### src/rtl/exc_pkg.sv
package exc_pkg;
  typedef enum logic [0:0] {
    CAUSE_UNDEF = 1'b0,
    CAUSE_OVF   = 1'b1
  } cause_e;

  // pipeline registers that can be flushed, youngest first
  localparam int unsigned NUM_FL  = 3;
  localparam int unsigned FL_IFID = 0;
  localparam int unsigned FL_IDEX = 1;
  localparam int unsigned FL_EXMEM = 2;

  typedef struct packed {
    logic              take;
    cause_e            cause;
    logic [NUM_FL-1:0] flush;
  } exc_dec_t;
endpackage

### src/rtl/exc_detect.sv
module exc_detect
  import exc_pkg::*;
#(
  parameter int unsigned XLEN = 32
) (
  input  logic            id_undef_i,
  input  logic [XLEN-1:0] id_pc4_i,
  input  logic            ex_ovf_i,
  input  logic [XLEN-1:0] ex_pc4_i,
  output exc_dec_t        dec_o,
  output logic [XLEN-1:0] pc4_o
);
  // index of the pipeline register holding the faulting instruction
  logic [1:0] fault_lvl;

  always_comb begin
    dec_o.take = ex_ovf_i | id_undef_i;
    // older instruction (execute) wins
    dec_o.cause = ex_ovf_i ? CAUSE_OVF : CAUSE_UNDEF;
    pc4_o       = ex_ovf_i ? ex_pc4_i : id_pc4_i;
    fault_lvl   = ex_ovf_i ? 2'(FL_EXMEM) : 2'(FL_IDEX);
  end

  for (genvar g = 0; g < NUM_FL; g++) begin : g_fl
    assign dec_o.flush[g] = dec_o.take && (2'(g) <= fault_lvl);
  end
endmodule

### src/rtl/exc_regs.sv
module exc_regs
  import exc_pkg::*;
#(
  parameter int unsigned XLEN = 32
) (
  input  logic            clk_i,
  input  logic            rst_ni,
  input  logic            take_i,
  input  cause_e          cause_i,
  input  logic [XLEN-1:0] pc4_i,
  output logic [XLEN-1:0] epc_o,
  output cause_e          cause_o
);
  always_ff @(posedge clk_i or negedge rst_ni) begin
    if (!rst_ni) begin
      epc_o   <= '0;
      cause_o <= CAUSE_UNDEF;
    end else if (take_i) begin
      epc_o   <= pc4_i;
      cause_o <= cause_i;
    end
  end
endmodule

### src/rtl/exc_steer.sv
module exc_steer
  import exc_pkg::*;
#(
  parameter int unsigned     XLEN       = 32,
  parameter logic [XLEN-1:0] HANDLER_PC = 32'h8000_0180
) (
  input  exc_dec_t          dec_i,
  input  logic              stall_req_i,
  input  logic              branch_taken_i,
  input  logic [XLEN-1:0]   branch_target_i,
  input  logic              ex_reg_write_i,
  output logic              stall_o,
  output logic              ex_reg_write_o,
  output logic              pc_redirect_o,
  output logic [XLEN-1:0]   pc_next_o,
  output logic [NUM_FL-1:0] flush_o
);
  always_comb begin
    pc_redirect_o  = dec_i.take | branch_taken_i;
    pc_next_o      = dec_i.take ? HANDLER_PC : branch_target_i;
    stall_o        = stall_req_i & ~dec_i.take;
    // faulting instruction sits in execute only on overflow
    ex_reg_write_o = ex_reg_write_i & ~dec_i.flush[FL_EXMEM];
    flush_o        = dec_i.flush;
    flush_o[FL_IFID] = dec_i.flush[FL_IFID] | branch_taken_i;
  end
endmodule

### src/rtl/exc_ctrl.sv
module exc_ctrl
  import exc_pkg::*;
#(
  parameter int unsigned     XLEN       = 32,
  parameter logic [XLEN-1:0] HANDLER_PC = 32'h8000_0180
) (
  input  logic            clk_i,
  input  logic            rst_ni,
  input  logic            id_undef_i,
  input  logic [XLEN-1:0] id_pc4_i,
  input  logic            ex_ovf_i,
  input  logic [XLEN-1:0] ex_pc4_i,
  input  logic            ex_reg_write_i,
  input  logic            stall_req_i,
  input  logic            branch_taken_i,
  input  logic [XLEN-1:0] branch_target_i,
  output logic            stall_o,
  output logic            ex_reg_write_o,
  output logic            pc_redirect_o,
  output logic [XLEN-1:0] pc_next_o,
  output logic            flush_ifid_o,
  output logic            flush_idex_o,
  output logic            flush_exmem_o,
  output logic [XLEN-1:0] epc_o,
  output logic            cause_o
);
  exc_dec_t          dec;
  logic [XLEN-1:0]   sel_pc4;
  logic [NUM_FL-1:0] flush;
  cause_e            cause_q;

  exc_detect #(.XLEN(XLEN)) u_detect (
    .id_undef_i (id_undef_i),
    .id_pc4_i   (id_pc4_i),
    .ex_ovf_i   (ex_ovf_i),
    .ex_pc4_i   (ex_pc4_i),
    .dec_o      (dec),
    .pc4_o      (sel_pc4)
  );

  exc_regs #(.XLEN(XLEN)) u_regs (
    .clk_i   (clk_i),
    .rst_ni  (rst_ni),
    .take_i  (dec.take),
    .cause_i (dec.cause),
    .pc4_i   (sel_pc4),
    .epc_o   (epc_o),
    .cause_o (cause_q)
  );

  exc_steer #(.XLEN(XLEN), .HANDLER_PC(HANDLER_PC)) u_steer (
    .dec_i           (dec),
    .stall_req_i     (stall_req_i),
    .branch_taken_i  (branch_taken_i),
    .branch_target_i (branch_target_i),
    .ex_reg_write_i  (ex_reg_write_i),
    .stall_o         (stall_o),
    .ex_reg_write_o  (ex_reg_write_o),
    .pc_redirect_o   (pc_redirect_o),
    .pc_next_o       (pc_next_o),
    .flush_o         (flush)
  );

  assign cause_o       = cause_q;
  assign flush_ifid_o  = flush[FL_IFID];
  assign flush_idex_o  = flush[FL_IDEX];
  assign flush_exmem_o = flush[FL_EXMEM];
endmodule

### config.mk
export PLATFORM = sky130hd
export DESIGN_NAME = exc_ctrl
export DESIGN_NICKNAME = d
export VERILOG_FILES = /design/src/rtl/exc_pkg.sv /design/src/rtl/exc_detect.sv /design/src/rtl/exc_regs.sv /design/src/rtl/exc_steer.sv /design/src/rtl/exc_ctrl.sv
export SDC_FILE = /design/constraint.sdc
export NUM_CORES = 1
export LEC_CHECK = 0
export BUFFER_PORTS_ARGS = -buffer_cell sky130_fd_sc_hd__clkbuf_2
export CAP_MARGIN = 20
export CORE_MARGIN = 5
export CORE_UTILIZATION = 41
export CTS_BUF_LIST = sky130_fd_sc_hd__clkbuf_2
export DETAILED_ROUTE_END_ITERATION = 12
export PLACE_DENSITY = 0.83
export SYNTH_ARGS = -nofsm -noshare
export SYNTH_HDL_FRONTEND = slang
export SYNTH_HIERARCHICAL = 1
export SYNTH_SLANG_ARGS = --single-unit
### constraint.sdc
create_clock -name clk_i -period 1.5 [get_ports clk_i]
set_input_delay 0.15 -clock clk_i [delete_from_list [all_inputs] [get_ports clk_i]]
set_output_delay 0.15 -clock clk_i [all_outputs]
set_load 0.01 [all_outputs]
# After elaboration in Yosys (flattened, before gate mapping)
# Index checks and enable logic that the tools add are counted.
[op_classes]
order_cmp = 3
bitwise = 7
reduce_logical = 3
n_mux = 4
[op_table]
columns = ["op", "count"]
rows = [
  ["32-bit 2-to-1 mux", 2],
  ["1-bit by 2-bit less-or-equal comparator with 1-bit output (first input constant)", 2],
  ["1-bit logical AND", 3],
  ["1-bit bitwise OR", 3],
  ["1-bit bitwise AND", 2],
  ["2-bit less-or-equal comparator (first input constant)", 1],
  ["2-bit 2-to-1 mux", 1],
  ["1-bit NOT", 2],
  ["1-bit 2-to-1 mux", 1],
]
[word_totals]
reg_bits = 33
in_bits = 103
out_inout_bits = 71
wordCells = 19

# Depth between registers and ports, before layout
# Gate-level depths: netlist of the first run.
[logic_depth]
word_depth = 5
depth_mapped = 7
mapped_depth_nobuf = 2

# Cells and area by module
# The synthesis of the first run kept the hierarchy.
[modules_own_cells]
columns = ["mod", "n_inst", "cells_per_inst", "seq_area_each_um2", "area_each_um2"]
rows = [
  ["exc_regs", 1, 70, 825.8, 1381.3],
  ["exc_detect", 1, 41, 0.0, 573.0],
  ["exc_steer", 1, 41, 0.0, 261.5],
]

# Worst setup path after synthesis of the first run
# OpenSTA, ideal clock, no wires.
[synth_timing]
kind = "input port to flip-flop"
from = "in ex_ovf_i"
to = "reg u_regs.epc_o[0]"
setup_slack_ns = -0.003
arrival_ns = 1.377
stages = 7
required_time_ns = 1.375
setup_ns = 0.125
path_buffers = 5
cell_sequence = "buf_6 -> buf_12 -> or2_1 -> buf_4 -> buf_6 -> buf_12 -> mux2_4"
[synth_lines]
columns = ["item", "line_no", "source"]
rows = [
  ["start, declared", "exc_ctrl.sv:11", "input logic ex_ovf_i,"],
  ["end signal, assigned", "exc_regs.sv:19", "epc_o <= pc4_i;"],
  ["end, declared", "exc_regs.sv:11", "output logic [XLEN-1:0] epc_o,"],
]

# Worst setup path in the final report of the first run
[layout_timing]
from = "in ex_ovf_i"
to = "out flush_ifid_o"
[layout_between]
elab_chain_cells = 4
elab_cells_between_ends = 5
cone_classes = "order compare: 1; mux: 1; bitwise: 2; reduce/logical: 1"
[layout_rtl]
columns = ["item", "line_no", "source"]
rows = [
  ["2-bit 2-to-1 mux", "exc_detect.sv:21", "fault_lvl = ex_ovf_i ? 2'(FL_EXMEM) : 2'(FL_IDEX);"],
  ["1-bit by 2-bit less-or-equal comparator with 1-bit output", "exc_detect.sv:25", "assign dec_o.flush[g] = dec_o.take && (2'(g) <= fault_lvl);"],
  ["1-bit logical AND (*)", "exc_detect.sv:25", ""],
  ["1-bit bitwise OR (*)", "exc_steer.sv:25", "flush_o[FL_IFID] = dec_i.flush[FL_IFID] | branch_taken_i;"],
  ["end, declared", "exc_ctrl.sv:21", "output logic flush_ifid_o,"],
]
# Mark *: on every way between the ends. The rest lies on a longest branch, timed or not.

==> run metrics, run 1 <==
die height=83.52 µm; worst endpoint required time=1.35 ns; Slew @ Worst Pin=0.3896 ns; RSZ-0062 raised after global routing=no; Netlist cell types=11; Mapped Nets=255; Die ar.=6975 µm²; final global-route overflow total=0; WS Path Type=input pin to primary output; met3 GRT Util=6.219%; H-tree levels=2; Final setup viols=0; routed vias/inst=4.474; met1 usage=21.84%; sequential-to-total area share from yosys stat=37.27%; placed instance area=3027 µm²; Avg Inst Size Synth=14.58 µm²; core area=5172 µm²; Num CTS Buffers=5; chip width=83.52 µm; startpoint types=input pin; Peak Freq=721.3 MHz; fin crit share=92.43%; initial antenna violation count=0; Starting Density=42.84%; total leakage power=1.776 nW; Post-CTS Setup Bufs=0; clk sinks=33; Rows=26; Synth Cell Area=2216 µm²; status=complete, no violations; largest net degree at the start of global routing=49; Syn Inst Count=152; Tot GR Track Use=18.09%; Longest Clk Path Bufs=2; Reg clk slew, reported paths=0.16 ns; Tmin final=1.386 ns; Residual DRC=0; post-route ant nets=0; Power, Total=2.188 mW; DR pass1 iterations=4; port bufs=173; Hold Vio Cnt, Final=0; clk_lat worst skew=0.35 ns; Peak supply drop=375.8 µV; TritonCTS clock tree=yes; Vias=1754; Max Cap Viol=0; total negative slack=0 ns; total of warnings raised by yosys=6; crit path max fanout=48; iteration-0 DRC count of the detailed router=36; PwrDens=711.7 nW/µm²; Area growth, synth to finish=38.74%; WP data arrival=1.24 ns; Hold WC Path Type=input pin to flip-flop; Final Cell Area=3074 µm²; Slew Limit Headroom=74.03%; skew final=0 ns; global-route wire length before repair=10.14 mm; GPL Wtd Cong=0.8993; Seq cells post-synth=33; diode count=0; io pins=174; HPWL after DPL=5.334 mm; met2 usage=31.12%; Root Buffer=clkbuf_2; CP endpoint kind=primary output; Slew Limit Fails=0; post_cts resized=0; layout net count=424; layout cells sized above 1=77.95%; number of global-route vias before repair=1973; drt total wl=6.289 mm; # hold bufs at CTS=1; Routed WL per cell=16.04 µm; Most Crowded Layer GR=met2
cell type report:
type,instances,area (µm²)
Sequential cell,33,825.8
Multi-Input combinational cell,102,1185
Clock buffer,5,25.02
Tap cell,70,87.58
Fill cell,443,2098
Clock inverter,3,12.51
Timing Repair Buffer,179,938.4
worst paths after layout:
check	startpoint	endpoint	slack (ns)	depth (start not counted)
setup / recovery	ex_ovf_i	flush_ifid_o	0.11	5
min in group asynchronous	rst_ni	u_regs/epc_o[0]$_DFFE_PN0P_	0.20	2
setup reg to reg	u_regs/epc_o[19]$_DFFE_PN0P_	u_regs/epc_o[19]$_DFFE_PN0P_	0.71	1
hold / removal	id_pc4_i[6]	u_regs/epc_o[6]$_DFFE_PN0P_	0.14	3
max in group asynchronous	rst_ni	u_regs/epc_o[14]$_DFFE_PN0P_	0.73	3
hold reg to reg	u_regs/epc_o[4]$_DFFE_PN0P_	u_regs/epc_o[4]$_DFFE_PN0P_	0.53	1
sequential cells by signal, summed over array words and instances, names as in the netlist:
register and flops:
u_regs/cause_o 1, u_regs/epc_o 32
stage by stage:
step	setup slack [ns]	util, %	hold slack [ns]	std cells
floorplan	0.01220	-	-0.1456	152
detailed placement	0.1133	58.51	0.05924	383
CTS	0.1146	59.43	0.09951	392
global route	0.07854	59.43	0.08130	392
finish	0.1136	59.43	0.1360	392
global placement	0.1386	58.51	0.04729	383
report_power, final:
part	leakage, nW	switching [mW]	total (mW)	internal, mW
clock	0.0278	0.280	0.382	0.102
combinational	1.36	0.306	0.760	0.454
sequential	0.385	0.0592	1.05	0.986
synthesized netlist by cell type:
cell | count | area [µm²]
mux2_4 | 59 | 885.9
dfrtp_1 | 33 | 825.8
nor2b_1 | 31 | 193.9
buf_12 | 6 | 120.1
mux2_2 | 6 | 67.56
buf_4 | 5 | 37.54
or2_1 | 5 | 31.28
buf_6 | 3 | 33.78
buf_2 | 2 | 10.01
clkbuf_1 | 1 | 3.750
or2_2 | 1 | 6.260
layer usage:
| metal | wire length (µm) | vias up | part of all wire [%] |
|---|---|---|---|
| li1 | - | 848 | - |
| met1 | 2534 | 823 | 40 |
| met2 | 3215 | 72 | 51 |
| met3 | 437 | 11 | 6.9 |
| met4 | 102 | 0 | 1.6 |
| met5 | 0 | - | 0 |
placed cells by master (no fill, tap or decap):
| cell type | count |
|---|---|
| mux2_2 | 6 |
| or2_1 | 4 |
| clkinv_1 | 2 |
| or2_2 | 2 |
| dfrtp_1 | 33 |
| nor2b_1 | 31 |
| dlygate4sd3_1 | 1 |
| buf_12 | 2 |
| clkinv_2 | 1 |
| buf_4 | 3 |
| clkbuf_2 | 178 |
| mux2_4 | 59 |
worst max-delay path, stage by stage:
cell	delay (ns)
clkbuf_2	0.12
or2_2	0.34
buf_12	0.19
or2_2	0.29
clkbuf_2	0.13
cell families after synthesis:
kind of cell,Yosys count,synth area share [%]
mux,65,43.03
simple gates,37,10.45
flops,33,37.27
buf+inv,17,9.260
Power figures use the tool's default switching activity.
==> run 2: changes to the inputs <==
--- a/config.mk
+++ b/config.mk
@@ -5,7 +5,7 @@
 export SDC_FILE = /design/constraint.sdc
 export NUM_CORES = 1
 export LEC_CHECK = 0
-export BUFFER_PORTS_ARGS = -buffer_cell sky130_fd_sc_hd__clkbuf_2
+export BUFFER_PORTS_ARGS = -buffer_cell sky130_fd_sc_hd__buf_4
 export CAP_MARGIN = 20
 export CORE_MARGIN = 5
 export CORE_UTILIZATION = 41
==> run 2 against run 1 <==
Die area stayed put. Via count is 0.34% higher. Flip-flop and latch count stayed put. Clock skew stayed put. Global-route usage hardly changed.
==> run metrics, run 2 (synthesis results as in run 1) <==
Hold Vio Cnt, Final=0 (unchanged); crit path max fanout=48 (unchanged); Top Registers=u_regs/epc_o: 32 flops, u_regs/cause_o: 1 flops; routed vias/inst=4.501 (+0.60%); clk sinks=33 (unchanged); CP endpoint kind=primary output; post_cts resized=0 (unchanged); crit path capture=flush_ifid_o; reg2reg path depth=1 (unchanged); WS Path Type=input pin to primary output; port bufs=173 (unchanged); H-tree levels=2 (unchanged); fin crit share=92.05% (-0.38 points); PwrDens=716.1 nW/µm² (+0.63%); Max Cap Viol=0 (unchanged); initial antenna violation count=0 (unchanged); iteration-0 DRC count of the detailed router=46 (+28%); chip width=83.52 µm (unchanged); Reg-to-Reg End=u_regs/epc_o[25]$_DFFE_PN0P_; Residual DRC=0 (unchanged); Root Buffer=clkbuf_2; number of global-route vias before repair=1936 (-1.9%); origin of the critical flop-to-flop path=u_regs/epc_o[25]$_DFFE_PN0P_; leading cell type in the layout, fill and taps excluded=buf_4; drt total wl=6.478 mm (+3.0%); global-route wire length before repair=10.16 mm (+0.27%); total negative slack=0 ns (unchanged); Place WS=0.1190 ns (+0.005675 ns); Longest Clk Path Bufs=2 (unchanged); core area=5172 µm² (unchanged); die height=83.52 µm (unchanged); Slew Limit Headroom=72.17% (-1.9 points); setup ws final=0.1193 ns (+0.005671 ns); skew final=0 ns (unchanged); Final setup viols=0 (unchanged); Slew Limit Fails=0 (unchanged); most frequent cells in the layout=buf_4, mux2_4, dfrtp_1, nor2b_1; Starting Density=42.84% (unchanged); layout net count=423 (-0.24%); Peak supply drop=495.1 µV (+32%); Tmin final=1.381 ns (-0.005671 ns); GPL Wtd Cong=0.9031 (+0.42%); WP data arrival=1.23 ns (about the same); Slew @ Worst Pin=0.4174 ns (+0.02785 ns); Area growth, synth to finish=58.55%; Hold WC Path Type=input pin to flip-flop; total leakage power=1.895 nW (+6.7%); post-route ant nets=0 (unchanged); diode count=0 (unchanged); Num CTS Buffers=5 (unchanged); Power, Total=2.516 mW (+15%); status=complete, no violations; Reg clk slew, reported paths=0.17 ns (about the same); Die ar.=6975 µm² (unchanged); Vias=1760 (+0.34%); layout cells sized above 1=78.19% (+0.24 points); flop-to-flop setup slack=0.70 ns (about the same); worst endpoint required time=1.35 ns (about the same); CP Launch Point=ex_ovf_i; clk_lat worst skew=0.35 ns (about the same); RSZ-0062 raised after global routing=no; Peak Freq=724.3 MHz (+0.41%); startpoint types=input pin; Rows=26 (unchanged); Tot GR Track Use=18.13% (+0.038 points); final global-route overflow total=0 (unchanged); Routed WL per cell=16.57 µm (+3.3%); DR pass1 iterations=4 (unchanged); TritonCTS clock tree=yes; hold path start=ex_pc4_i[8]; HPWL after DPL=5.327 mm (-0.12%); io pins=174 (unchanged); largest net degree at the start of global routing=49 (unchanged); Top reg by flops=u_regs/epc_o; max FFs per register=32 (unchanged)
==> run 2: worst min path at each step <==
stage                                        end  depth (start not counted)  slack, ns
floorplan             u_regs/cause_o$_DFFE_PN0P_                          0      -0.15
global placement     u_regs/epc_o[5]$_DFFE_PN0P_                          1       0.11
detailed placement   u_regs/epc_o[5]$_DFFE_PN0P_                          1       0.12
CTS                  u_regs/epc_o[8]$_DFFE_PN0P_                          3       0.09
global route        u_regs/epc_o[24]$_DFFE_PN0P_                          3       0.07
finish               u_regs/epc_o[8]$_DFFE_PN0P_                          3       0.13
==> run 2: worst max-delay path, cell delays in order <==
cell and delay (ns):
buf_4 0.11, or2_2 0.32, buf_12 0.19, or2_2 0.29, buf_4 0.14
==> run 2: metal layers <==
metal  track usage [%]  routed length (µm)  vias to the layer above
li1                  -                   -                      847
met1             23.05                2644                      834
met2             30.17                3374                       70
met3             5.528                 378                        9
met4             4.386                  81                        0
met5                 0                   0                        -
==> run 2: area by class of cell <==
class	count	area, µm²
fillers	388	1659
repair buffers	178	1351
multi-input cells	102	1185
flip-flops and latches	33	825.8
well taps	70	87.58
clock inverters	2	33.78
clock buffers	6	30.03
==> run 2: per-stage QoR <==
stage | hold slack, ns | cells | cell area [µm²] | utilization [%]
floorplan | -0.1456 | 152 | 2220 | -
global placement | 0.1102 | 382 | 3440 | 66.50
detailed placement | 0.1165 | 382 | 3440 | 66.50
CTS | 0.09391 | 391 | 3513 | 67.92
global route | 0.06927 | 391 | 3513 | 67.92
finish | 0.1294 | 391 | 3513 | 67.92
==> run 2: repair_timing <==
item	in CTS	in global routing
hold buffers	1	0
hold endpoints to repair	33	0
buffers inserted	0	0
==> run 2: power by group <==
part,leakage [nW],internal [mW],switching (mW)
combinational,1.47,0.597,0.306
clock,0.0406,0.285,0.284
sequential,0.385,0.986,0.0578
==> run 3: changes to the inputs <==
--- a/config.mk
+++ b/config.mk
@@ -7,12 +7,13 @@
 export LEC_CHECK = 0
 export BUFFER_PORTS_ARGS = -buffer_cell sky130_fd_sc_hd__buf_4
 export CAP_MARGIN = 20
+export CELL_PAD_IN_SITES_DETAIL_PLACEMENT = 0
+export CELL_PAD_IN_SITES_GLOBAL_PLACEMENT = 1
 export CORE_MARGIN = 5
-export CORE_UTILIZATION = 41
+export CORE_UTILIZATION = 25
 export CTS_BUF_LIST = sky130_fd_sc_hd__clkbuf_2
 export DETAILED_ROUTE_END_ITERATION = 12
-export PLACE_DENSITY = 0.83
+export PLACE_DENSITY = 0.82
 export SYNTH_ARGS = -nofsm -noshare
 export SYNTH_HDL_FRONTEND = slang
-export SYNTH_HIERARCHICAL = 1
 export SYNTH_SLANG_ARGS = --single-unit
==> run 3 against run 2 <==
Wire length fell by 0.25%. Synthesized cell count up 22%. Total power decreased by 12%. Combinational power shrank 14%. Largest power group unchanged. Area after synthesis decreased by 18%. Maximum frequency grew 12%. Sequential share of layout area is essentially flat. Cell area about the same. Critical path depth shrank 1. Sequential power is essentially flat. Via count grew 13%.
==> run metrics, run 3 <==
Synth Flop Type=dfrtp_1; Longest Clk Path Bufs=2 (unchanged); clk sinks=33 (unchanged); crit path max fanout=31 (-35%); number of flops mapped to enable cells by yosys=0 (unchanged); fin crit share=82.44% (-9.6 points); Routed WL per cell=13.30 µm (-20%); drt total wl=6.462 mm (-0.25%); chip width=95.16 µm (+14%); leading cell type in the layout, fill and taps excluded=buf_4; switching power=0.6733 mW (+3.9%); Slew Limit Fails=0 (unchanged); Rows=31 (+19%); leading area contributor after synthesis=dfrtp_1; Reg clk slew, reported paths=0.20 ns (+0.03 ns); post-route insts no fill=486 (+24%); Area growth, synth to finish=93.65%; most frequent cells in the layout=buf_4, dlygate4sd3_1, dfrtp_1, mux2i_1, nand2_1; initial antenna violation count=0 (unchanged); layout cells sized above 1=48.84% (-29 points); Netlist cell types=18 (+7); WS Path Type=input pin to primary output; Yosys top cell area share=45.55% (+5.6 points); Avg Inst Size Synth=9.800 µm² (-33%); Peak Freq=808.7 MHz (+12%); final global-route overflow total=0 (unchanged); Final setup viols=0 (unchanged); sequential-to-total area share from yosys stat=45.55% (+8.3 points); # hold bufs at CTS=33 (+32); placed insts=444 (+16%); Seq cells post-synth=33 (unchanged); Synth Cell Area=1813 µm² (-18%); flop-to-flop setup slack=0.75 ns (+0.05 ns); TritonCTS clock tree=yes; Starting Density=25.27% (-18 points); Tmin final=1.237 ns (-0.1442 ns); Vias=1988 (+13%); hold path start=id_pc4_i[1]; sequential cell fraction of total power=45.7% (+4.2 points); Hold Vio Cnt, Final=0 (unchanged); HPWL after DPL=4.931 mm (-7.4%); Peak supply drop=335.0 µV (-32%); CP endpoint kind=primary output; FILL cells=676 (+74%); origin of the critical flop-to-flop path=u_regs.epc_o[5]$_DFFE_PN0P_; Clock Power Share=19.6% (-3.0 points); Tot GR Track Use=13.92% (-4.2 points); Reg-to-Reg End=u_regs.epc_o[5]$_DFFE_PN0P_; max FFs per register=32 (unchanged); port bufs=173 (unchanged); hold depth=3 (unchanged); RSZ-0062 raised after global routing=no; skew final=0 ns (unchanged); total leakage power=1.844 nW (-2.7%); count leader, synth=dfrtp_1; Place WS=0.2535 ns (+0.1345 ns); total of warnings raised by yosys=0 (-6); WHS Endpoint=u_regs.epc_o[1]$_DFFE_PN0P_; main area contributors after synthesis=dfrtp_1, mux2i_1, and2_1, o21ai_1, nand2_1; status=complete, no violations; Pint=1.551 mW (-17%); number of global-route vias before repair=2113 (+9.1%); slowest CP cell=nor2_4; most frequent cells after synthesis=dfrtp_1, mux2i_1, nand2_1; total negative slack=0 ns (unchanged); die height=95.16 µm (+14%); setup ws final=0.2635 ns (+0.1442 ns); PwrDens=633.6 nW/µm² (-12%); WP data arrival=1.09 ns (-0.14 ns); Mapped Nets=288 (+13%); multi-input logic area=842.1 µm² (-29%); Syn Inst Count=185 (+22%); Top Registers=u_regs.epc_o: 32 flops, u_regs.cause_o: 1 flops; most used cell, CP=buf_4; Post-CTS Setup Bufs=0 (unchanged); post_cts resized=0 (unchanged); Sw Ratio=30.27% (+4.5 points); Crit path largest cell delay=0.40 ns (+0.08 ns); startpoint types=input pin; Num CTS Buffers=5 (unchanged); Storage cell area=825.8 µm² (unchanged); post-route ant nets=0 (unchanged); Root Buffer=clkbuf_2; hold_ws=0.02942 ns (-0.1000 ns); diode count=0 (unchanged); Power, Total=2.225 mW (-12%); io pins=174 (unchanged); Top reg by flops=u_regs.epc_o; Synth async-reset ratio=100.0% (unchanged); Slew @ Worst Pin=0.4757 ns (+0.05829 ns); Residual DRC=0 (unchanged); Slew Limit Headroom=68.21% (-4.0 points); core area=7176 µm² (+39%); layout net count=489 (+16%); iteration-0 DRC count of the detailed router=53 (+15%); placed instance area=3128 µm² (-9.1%); global-route wire length before repair=9.929 mm (-2.3%); Die ar.=9055 µm² (+30%); worst endpoint required time=1.35 ns (about the same); Hold WC Path Type=input pin to flip-flop; reg2reg path depth=2 (+1); Finished Core Util=48.93% (-19 points); largest net degree at the start of global routing=37 (-24%); clk_lat worst skew=0.37 ns (+0.02 ns); routed vias/inst=4.091 (-9.1%); combinational power share=34.8% (-1.1 points); DR pass1 iterations=4 (unchanged); Final Cell Area=3511 µm² (about the same); H-tree levels=2 (unchanged); GPL Wtd Cong=0.7820 (-13%); crit path cell chain=buf_4 > nor2_4 > and2_1 > buf_4; Max Cap Viol=0 (unchanged)
run 3: worst max path at each step:
stage / startpoint / end / slack [ns] / cells past startpoint
2_1_floorplan: ex_ovf_i / pc_redirect_o / 0.36 / 3
6_report: id_undef_i / pc_next_o[16] / 0.26 / 4
4_1_cts: id_undef_i / pc_next_o[16] / 0.24 / 4
3_5_place_dp: id_undef_i / pc_next_o[27] / 0.25 / 4
3_3_place_gp: id_undef_i / pc_next_o[28] / 0.28 / 4
5_1_grt: id_undef_i / pc_next_o[17] / 0.13 / 4
run 3: logic make-up (layout without fill, tap and decap cells):
family / count (synthesis) / after routing / synth area share (%)
AND/OR/NAND/NOR: 68 / 68 / 19.53
AO/OA/AOI/OAI: 33 / 33 / 9.248
flip-flops: 33 / 33 / 45.55
multiplexers: 32 / 32 / 17.67
buffers and inverters: 19 / 221 / 8.006
run 3: layout make-up:
type                       instances  share of cell area (%)
inverter                           2                  0.2138
clock buffer                       5                  0.7128
timing repair buffer             211                   47.54
clock inverter                     3                  0.4989
sequential                        33                   23.52
multi-input combinational        133                   23.98
tap                               99                   3.528
run 3: power by group through the flow:
| stage | clock network (mW) | logic [mW] | registers [mW] |
|---|---|---|---|
| finish | 0.435 | 0.773 | 1.02 |
| global route | 0.504 | 0.848 | 1.03 |
| CTS | 0.474 | 0.783 | 1.02 |
| detailed placement | 0 | 0.713 | 1.03 |
| global placement | 0 | 0.704 | 1.03 |
| floorplan | 0 | 0.245 | 1.07 |
run 3: worst max-delay path: cells and delay by family:
family | cells | cell delay, ns
and+or+nand+nor | 2 | 0.60
buffers and inverters | 2 | 0.32
run 3: routing by layer:
layer	vias to the layer above	global-route usage, %	part of all wire, %
li1	1011	-	-
met1	895	15.70	37
met2	78	25.66	54
met3	4	3.946	8.3
met4	0	3.365	0.85
met5	-	0	0
